**src/rtl/mm_pkg.sv**
```systemverilog
package mm_pkg;
  typedef enum logic [1:0] {
    ST_IDLE = 2'd0,
    ST_CALC = 2'd1,
    ST_DONE = 2'd2
  } mm_state_e;
endpackage

```
**src/rtl/mm_ctrl.sv**
```systemverilog
// Sequencer: idle -> W iteration cycles -> hold result until taken.
module mm_ctrl
  import mm_pkg::*;
#(
  parameter int W = 256
) (
  input  logic clk,
  input  logic rst_n,
  input  logic in_valid,
  input  logic out_ready,
  output logic in_ready,
  output logic out_valid,
  output logic load,
  output logic step
);
  localparam int CW = (W > 1) ? $clog2(W) : 1;
  localparam logic [CW-1:0] LAST = CW'(W - 1);

  mm_state_e       state_q, state_d;
  logic [CW-1:0]   iter_q;

  assign in_ready  = (state_q == ST_IDLE);
  assign out_valid = (state_q == ST_DONE);
  assign load      = in_valid && in_ready;
  assign step      = (state_q == ST_CALC);

  always_comb begin
    state_d = state_q;
    unique case (state_q)
      ST_IDLE: if (load)            state_d = ST_CALC;
      ST_CALC: if (iter_q == LAST)  state_d = ST_DONE;
      ST_DONE: if (out_ready)       state_d = ST_IDLE;
      default:                      state_d = ST_IDLE;
    endcase
  end

  always_ff @(posedge clk or negedge rst_n) begin
    if (!rst_n) begin
      state_q <= ST_IDLE;
      iter_q  <= '0;
    end else begin
      state_q <= state_d;
      if (load)      iter_q <= '0;
      else if (step) iter_q <= iter_q + 1'b1;
    end
  end
endmodule

```
**src/rtl/mm_step.sv**
```systemverilog
// One radix-2 iteration: add b on the scanned bit, make even with N, halve.
module mm_step #(
  parameter int W = 256
) (
  input  logic [W+1:0] m_i,
  input  logic [W-1:0] b_i,
  input  logic [W-1:0] n_i,
  input  logic         abit_i,
  output logic [W+1:0] m_o
);
  localparam int AW = W + 2;

  logic [AW-1:0] add_b, sum_b, add_n, sum_n;

  always_comb begin
    add_b = abit_i ? {2'b00, b_i} : '0;
    sum_b = m_i + add_b;
    add_n = sum_b[0] ? {2'b00, n_i} : '0;
    sum_n = sum_b + add_n;
    m_o   = {1'b0, sum_n[AW-1:1]};
  end
endmodule

```
**src/rtl/mm_final_sub.sv**
```systemverilog
// Single conditional subtraction bringing the accumulator below N.
module mm_final_sub #(
  parameter int W = 256
) (
  input  logic [W+1:0] m_i,
  input  logic [W-1:0] n_i,
  output logic [W-1:0] res_o
);
  localparam int AW = W + 2;

  logic [AW:0] diff;
  logic        below;

  always_comb begin
    diff  = {1'b0, m_i} - {3'b000, n_i};
    below = diff[AW];
    res_o = below ? m_i[W-1:0] : diff[W-1:0];
  end
endmodule

```
**src/rtl/mont_mul_serial.sv**
```systemverilog
module mont_mul_serial #(
  parameter int W = 256
) (
  input  logic         clk,
  input  logic         rst_n,
  input  logic         in_valid,
  output logic         in_ready,
  input  logic [W-1:0] in_mod,
  input  logic [W-1:0] in_a,
  input  logic [W-1:0] in_b,
  output logic         out_valid,
  input  logic         out_ready,
  output logic [W-1:0] out_res
);
  localparam int AW = W + 2;

  logic          load, step;
  logic [W-1:0]  n_q, a_q, b_q;
  logic [AW-1:0] m_q, m_nxt;

  mm_ctrl #(.W(W)) u_ctrl (
    .clk       (clk),
    .rst_n     (rst_n),
    .in_valid  (in_valid),
    .out_ready (out_ready),
    .in_ready  (in_ready),
    .out_valid (out_valid),
    .load      (load),
    .step      (step)
  );

  mm_step #(.W(W)) u_step (
    .m_i    (m_q),
    .b_i    (b_q),
    .n_i    (n_q),
    .abit_i (a_q[0]),
    .m_o    (m_nxt)
  );

  always_ff @(posedge clk or negedge rst_n) begin
    if (!rst_n) begin
      n_q <= '0;
      a_q <= '0;
      b_q <= '0;
      m_q <= '0;
    end else if (load) begin
      n_q <= in_mod;
      a_q <= in_a;
      b_q <= in_b;
      m_q <= '0;
    end else if (step) begin
      a_q <= a_q >> 1;
      m_q <= m_nxt;
    end
  end

  mm_final_sub #(.W(W)) u_sub (
    .m_i   (m_q),
    .n_i   (n_q),
    .res_o (out_res)
  );
endmodule

```
**config.mk**
```make
export PLATFORM = sky130hd
export DESIGN_NAME = mont_mul_serial
export DESIGN_NICKNAME = d
export VERILOG_FILES = /design/src/rtl/mm_pkg.sv /design/src/rtl/mm_ctrl.sv /design/src/rtl/mm_step.sv /design/src/rtl/mm_final_sub.sv /design/src/rtl/mont_mul_serial.sv
export SDC_FILE = /design/constraint.sdc
export NUM_CORES = 2
export LEC_CHECK = 0
export BUFFER_PORTS_ARGS = -buffer_cell sky130_fd_sc_hd__buf_2
export CAP_MARGIN = 10
export CORE_ASPECT_RATIO = 0.5
export CORE_UTILIZATION = 35
export DETAILED_ROUTE_END_ITERATION = 8
export PLACE_DENSITY = 0.57
export SLEW_MARGIN = 10
export SYNTH_ARGS = -nofsm -noshare
export SYNTH_HDL_FRONTEND = slang
export SYNTH_HIERARCHICAL = 1
export SYNTH_SLANG_ARGS = --single-unit
```
**constraint.sdc**
```tcl
create_clock -name clk -period 13.6 [get_ports clk]
set_clock_uncertainty 0.15 [all_clocks]
set_input_delay 2.72 -clock clk [delete_from_list [all_inputs] [get_ports clk]]
set_output_delay 2.72 -clock clk [all_outputs]
set_load 0.1 [all_outputs]
```
Word level (Yosys, flattened, before mapping)
Index checks and enable logic that the tools add are counted.

Add/sub/neg operators: 4. Multiply operators: 0. Div/mod/pow operators: 0. $lt $le $gt $ge: 0. Eq/ne operators: 6. Shifts and indexed selects: 0. Mux-type cells: 13. Bitwise gates (word level): 0. Reduce and logical (&&, ||, !) cells: 4.

Operator list (count): 256-bit two-way mux (5); 258-bit adder (2); 258-bit two-way mux (2); 258-bit by 256-bit subtractor with 259-bit output (1); 8-bit two-way mux (2); 8-bit by 1-bit adder with 8-bit output, second input constant (1); 8-bit == test, second input constant (1); 2-bit two-way mux (3); 2-bit case mux with 3 select lines (1); 2-bit by 1-bit != test with 1-bit output, second input constant (2); 3-bit AND reduction (1); 2-bit by 1-bit == test with 1-bit output, second input constant (1); 2-bit == test, second input constant (1); 2-bit logical NOT (1); 2-bit != test, second input constant (1); 2-bit nonzero test (1); 1-bit logical AND (1).

Bits in registers: 1036. Latch bits: 0. Bits in writable memories: 0. ROM bits: 0. Bits of input ports: 772. Output and inout bits: 258. Word-level logic and storage cells: 33. Memories: 0.

Depth between registers and ports, before layout
Depth in word-level cells: 6. Depth in mapped cells: 37. Mapped depth without buffers: 34.

Cells and area by module
Netlist, hierarchy kept.

Modules (own cells, without submodules): mont_mul_serial (times used 1, cells an instance 3022, area an instance 41821.4 um2, seq. area each 25674.6 um2); mm_step (times used 1, cells an instance 6473, area an instance 39933.3 um2, seq. area each 0.0 um2); mm_final_sub (times used 1, cells an instance 3759, area an instance 24293.3 um2, seq. area each 0.0 um2); mm_ctrl (times used 1, cells an instance 56, area an instance 560.5 um2, seq. area each 250.2 um2).

Least setup slack after synthesis
Ideal clock, no wire load.

Kind: register -> output. Start: register m_q[0]. End: output port out_res[222]. Arrival: 5.922 ns. Data required time: 10.730 ns. Setup slack: 4.808 ns. Cell stages (with the launch flop): 19. Path buffers: 2. Cell sequence: dfrtp_1 > inv_1 > ha_1 > fa_1 > nor2b_1 > o211ai_1 > a21oi_1 > and2_1 > o21ai_2 > a2111o_1 > a2111o_1 > a21oi_2 > nor3_2 > o31ai_4 > a31oi_1 > o21a_2 > buf_6 > buf_6 > o31ai_1.

Cells in the longest elaborated chain, start to end: 2.

RTL lines: start: declaration (line mont_mul_serial.sv:19) `logic [AW-1:0] m_q, m_nxt;`; start signal: assignment (line mont_mul_serial.sv:53) `m_q <= m_nxt;`; 258-bit by 256-bit subtractor with 259-bit output (line mm_final_sub.sv:15) `diff = {1'b0, m_i} - {3'b000, n_i};`; 256-bit two-way mux (line mm_final_sub.sv:17) `res_o = below ? m_i[W-1:0] : diff[W-1:0];`; end: declaration (line mont_mul_serial.sv:13) `output logic [W-1:0] out_res`.

Every way passes these cells.

Worst setup path in the final report
Start: register a_q[0]. End: register m_q[256].

Cells in the longest elaborated chain, start to end: 6.

RTL lines: start: declaration (line mont_mul_serial.sv:18) `logic [W-1:0] n_q, a_q, b_q;`; start signal: assignment (line mont_mul_serial.sv:48) `a_q <= in_a;`; start signal: assignment (line mont_mul_serial.sv:52) `a_q <= a_q >> 1;`; 256-bit two-way mux * (line mm_step.sv:16) `add_b = abit_i ? {2'b00, b_i} : '0;`; 258-bit adder * (line mm_step.sv:17) `sum_b = m_i + add_b;`; 256-bit two-way mux (line mm_step.sv:18) `add_n = sum_b[0] ? {2'b00, n_i} : '0;`; 258-bit adder * (line mm_step.sv:19) `sum_n = sum_b + add_n;`; via m_nxt[256] (line mont_mul_serial.sv:19); 258-bit two-way mux * (line mont_mul_serial.sv:51) `end else if (step) begin`; 258-bit two-way mux * (line mont_mul_serial.sv:46) `end else if (load) begin`.

The timed path passes the listed nets; every way through them passes the cells marked *. The select of a mux whose other input is x is not followed. A chain may end at the register's enable or synchronous reset.

==> reports/qor.yml <==
initialDrtViolationCount: 12700
grt_pass1_vias: 101000
crit_fanout: 47
die_h_um: 392
grt_first_pass_wirelength_um: 767000
ys_top_cells_by_count: "1,423 x a21oi_1, 1,387 x nand2_1, 1,161 x nor2_1"
ys_seq_elements: 1036
initial_utilization: 0.354
critPathSlowestCell: "o41ai_1"
period_share: 0.971
grt_util_met3: 0.0888
clk_latency_ps: 860
cts_buffer_depth: 3
reg2reg_slack_ps: 400
layout_setup_ws_ps: 399
antenna_left: 0
tns_ps: 0
post_cts_buffers: 0
slew_headroom: 0.0695
synth-seq-area-share: 0.243
area_growth_pct: 11.1
cp_slowest_stage_delay_ps: 1140
pre_cts_ws_ps: 1280
portBuffers: 1029
h-tree-depth: 3
crit_type: "register to register"
num_rows: 142
fill_cells: 31700
ios: 1030
r2r_end: "m_q[256]$_DFFE_PN0P_"
cts_tree: "done"
wirelength_um: 559000
fin_crit_ps: 13200
cp_data_required_time_ps: 14170
worstHoldStart: "u_ctrl/iter_q[7]$_DFFE_PN0P_"
avgViaCountPerCell: 5.97
hold_ws_ps: 343
yosysMostFrequentCell: "a21oi_1"
coreArea_mm2: 0.301
grt_overflow: 0
ys_top_cells_by_area: "dfrtp_1 24%, ha_1 9.0%, a21oi_1 6.7%, mux2i_1 4.9%, o21ai_0 4.9%"
fmax_mhz: 75.7
synth.top_cell.area_share: 0.243
async_reset_ff_frac: 1.00
worstMarginPinSlew_ps: 1390
status: "finished, final reports clean"
finalMaxSlewViolations: 0
clockRootBuffer: "clkbuf_16"
wl_per_cell_um: 31.0
arrival_ps: 13770
grt_antenna_before_repair: 87
maxCapViolCount: 0
drc: 0
hold_end: "u_ctrl/iter_q[7]$_DFFE_PN0P_"
grt_max_degree: 227
yosys.area.top_type: "dfrtp_1"
dr.pass1.iters: 6
die_area_mm2: 0.307
setup_violations: 0
rr_startpoint: "a_q[0]$_DFFE_PN0P_"
rr_worst_depth: 32
postCtsHoldBufs: 0
avgSynthCellArea_um2: 8.01
cts-buffers-inserted: 105
whs_path_depth: 1
cp-start-kind: "register"
synth_fp_nets: 14900
cts.sinks: 1036
hpwl_um: 475000
netlist_area_mm2: 0.107
synthFlopType: "dfrtp_1"
gp_congestion: 1.26
use_met2: 0.507
grtUsageTotal: 0.346
synth-edff-count: 0
synth_cell_type_count: 103
nNetsFinal: 15400
rsz0062_at_grt: "false"
cts_resized: 0
grt_busiest_layer: "met2"
grt_use_met1: 0.476
hold_path_class: "register to register"
finalHoldViolCount: 0
synth_cells: 13300
end_kind: "register"
die_w_um: 783
drive_above_1_share: 0.158
ys_warn_count: 6
routed-via-count: 108000
clk_pin_slew_ps: 80
-- cell families after synthesis --
group	after synthesis	synth area share
AOI/OAI and AO/OA	3927	0.221
xor gates and xnor gates	753	0.0620
adders and majority gates	771	0.0907
buffers and inverters	1265	0.0529
DFF	1036	0.243
muxes	1277	0.141
other	1	0.0000352
and+or+nand+nor	4280	0.189
-- critical path: cells and delay by family (launching register included) --
kind                       cells  cell delay (ps)
and+or+nand+nor                9             2760
buffers and inverters          1              240
adders and majority gates      2              810
DFF                            1              660
xor gates and xnor gates       2              380
AOI/OAI and AO/OA             17             7840
muxes                          1              140
-- sequential cells by signal, summed over array words and instances, names as in the netlist --
| signal | count |
|---|---|
| n_q | 256 |
| b_q | 256 |
| u_ctrl/state_q | 2 |
| m_q | 258 |
| u_ctrl/iter_q | 8 |
| a_q | 256 |
-- worst max-delay path by stage --
stage,startpoint,cells past startpoint,endpoint
3_3_place_gp,a_q[0]$_DFFE_PN0P_,33,m_q[256]$_DFFE_PN0P_
4_1_cts,a_q[0]$_DFFE_PN0P_,33,m_q[256]$_DFFE_PN0P_
3_5_place_dp,a_q[0]$_DFFE_PN0P_,33,m_q[256]$_DFFE_PN0P_
5_1_grt,a_q[0]$_DFFE_PN0P_,34,m_q[256]$_DFFE_PN0P_
6_report,a_q[0]$_DFFE_PN0P_,32,m_q[256]$_DFFE_PN0P_
2_1_floorplan,m_q[0]$_DFFE_PN0P_,18,out_res[222]
-- stage by stage --
stage / cell area [um^2] / cells / util
after floorplan: 107000 / 13300 / -
after global placement: 115000 / 17800 / 0.380
after detailed placement: 115000 / 17800 / 0.380
after CTS: 118000 / 18000 / 0.393
after global routing: 118000 / 18000 / 0.393
final: 118000 / 18000 / 0.393
-- layout make-up --
| type | count | area (um^2) | share of cell area |
|---|---|---|---|
| Multi-Input combinational cell | 11000 | 75200 | 0.635 |
| Timing Repair Buffer | 1170 | 6440 | 0.0544 |
| Clock buffer | 140 | 2960 | 0.0250 |
| Inverter | 519 | 1960 | 0.0166 |
| Sequential cell | 1036 | 25900 | 0.219 |
| Tap cell | 4032 | 5040 | 0.0426 |
| Clock inverter | 55 | 774 | 0.00654 |
| Antenna cell | 48 | 120 | 0.00101 |
-- layer usage --
metal / share of wire / up-vias
met5: 0.0012 / -
met4: 0.054 / 76
met3: 0.095 / 898
met2: 0.41 / 5029
met1: 0.44 / 52600
li1: - / 48900
-- layout by cell type (no fill, tap or decap), drive strengths merged, types with 121 or more instances in the layout --
master / synthesis / layout
nor2: 1161 / 1161
inv: 519 / 530
buf: 244 / 1169
and2: 532 / 532
o21ai: 1155 / 1155
o21a: 121 / 121
a21oi: 1429 / 1429
nand3: 126 / 126
mux2: 754 / 754
xnor2: 479 / 479
ha: 768 / 768
nand4: 497 / 497
mux2i: 523 / 523
o21bai: 275 / 275
xor2: 273 / 273
a21o: 348 / 348
nand2: 1387 / 1387
dfrtp: 1036 / 1036
clkbuf: 502 / 141
nor3: 195 / 195
Power is left out: the tool's default activity adds up to more than one toggle a clock period on the data nets, which glitch-free logic cannot reach.
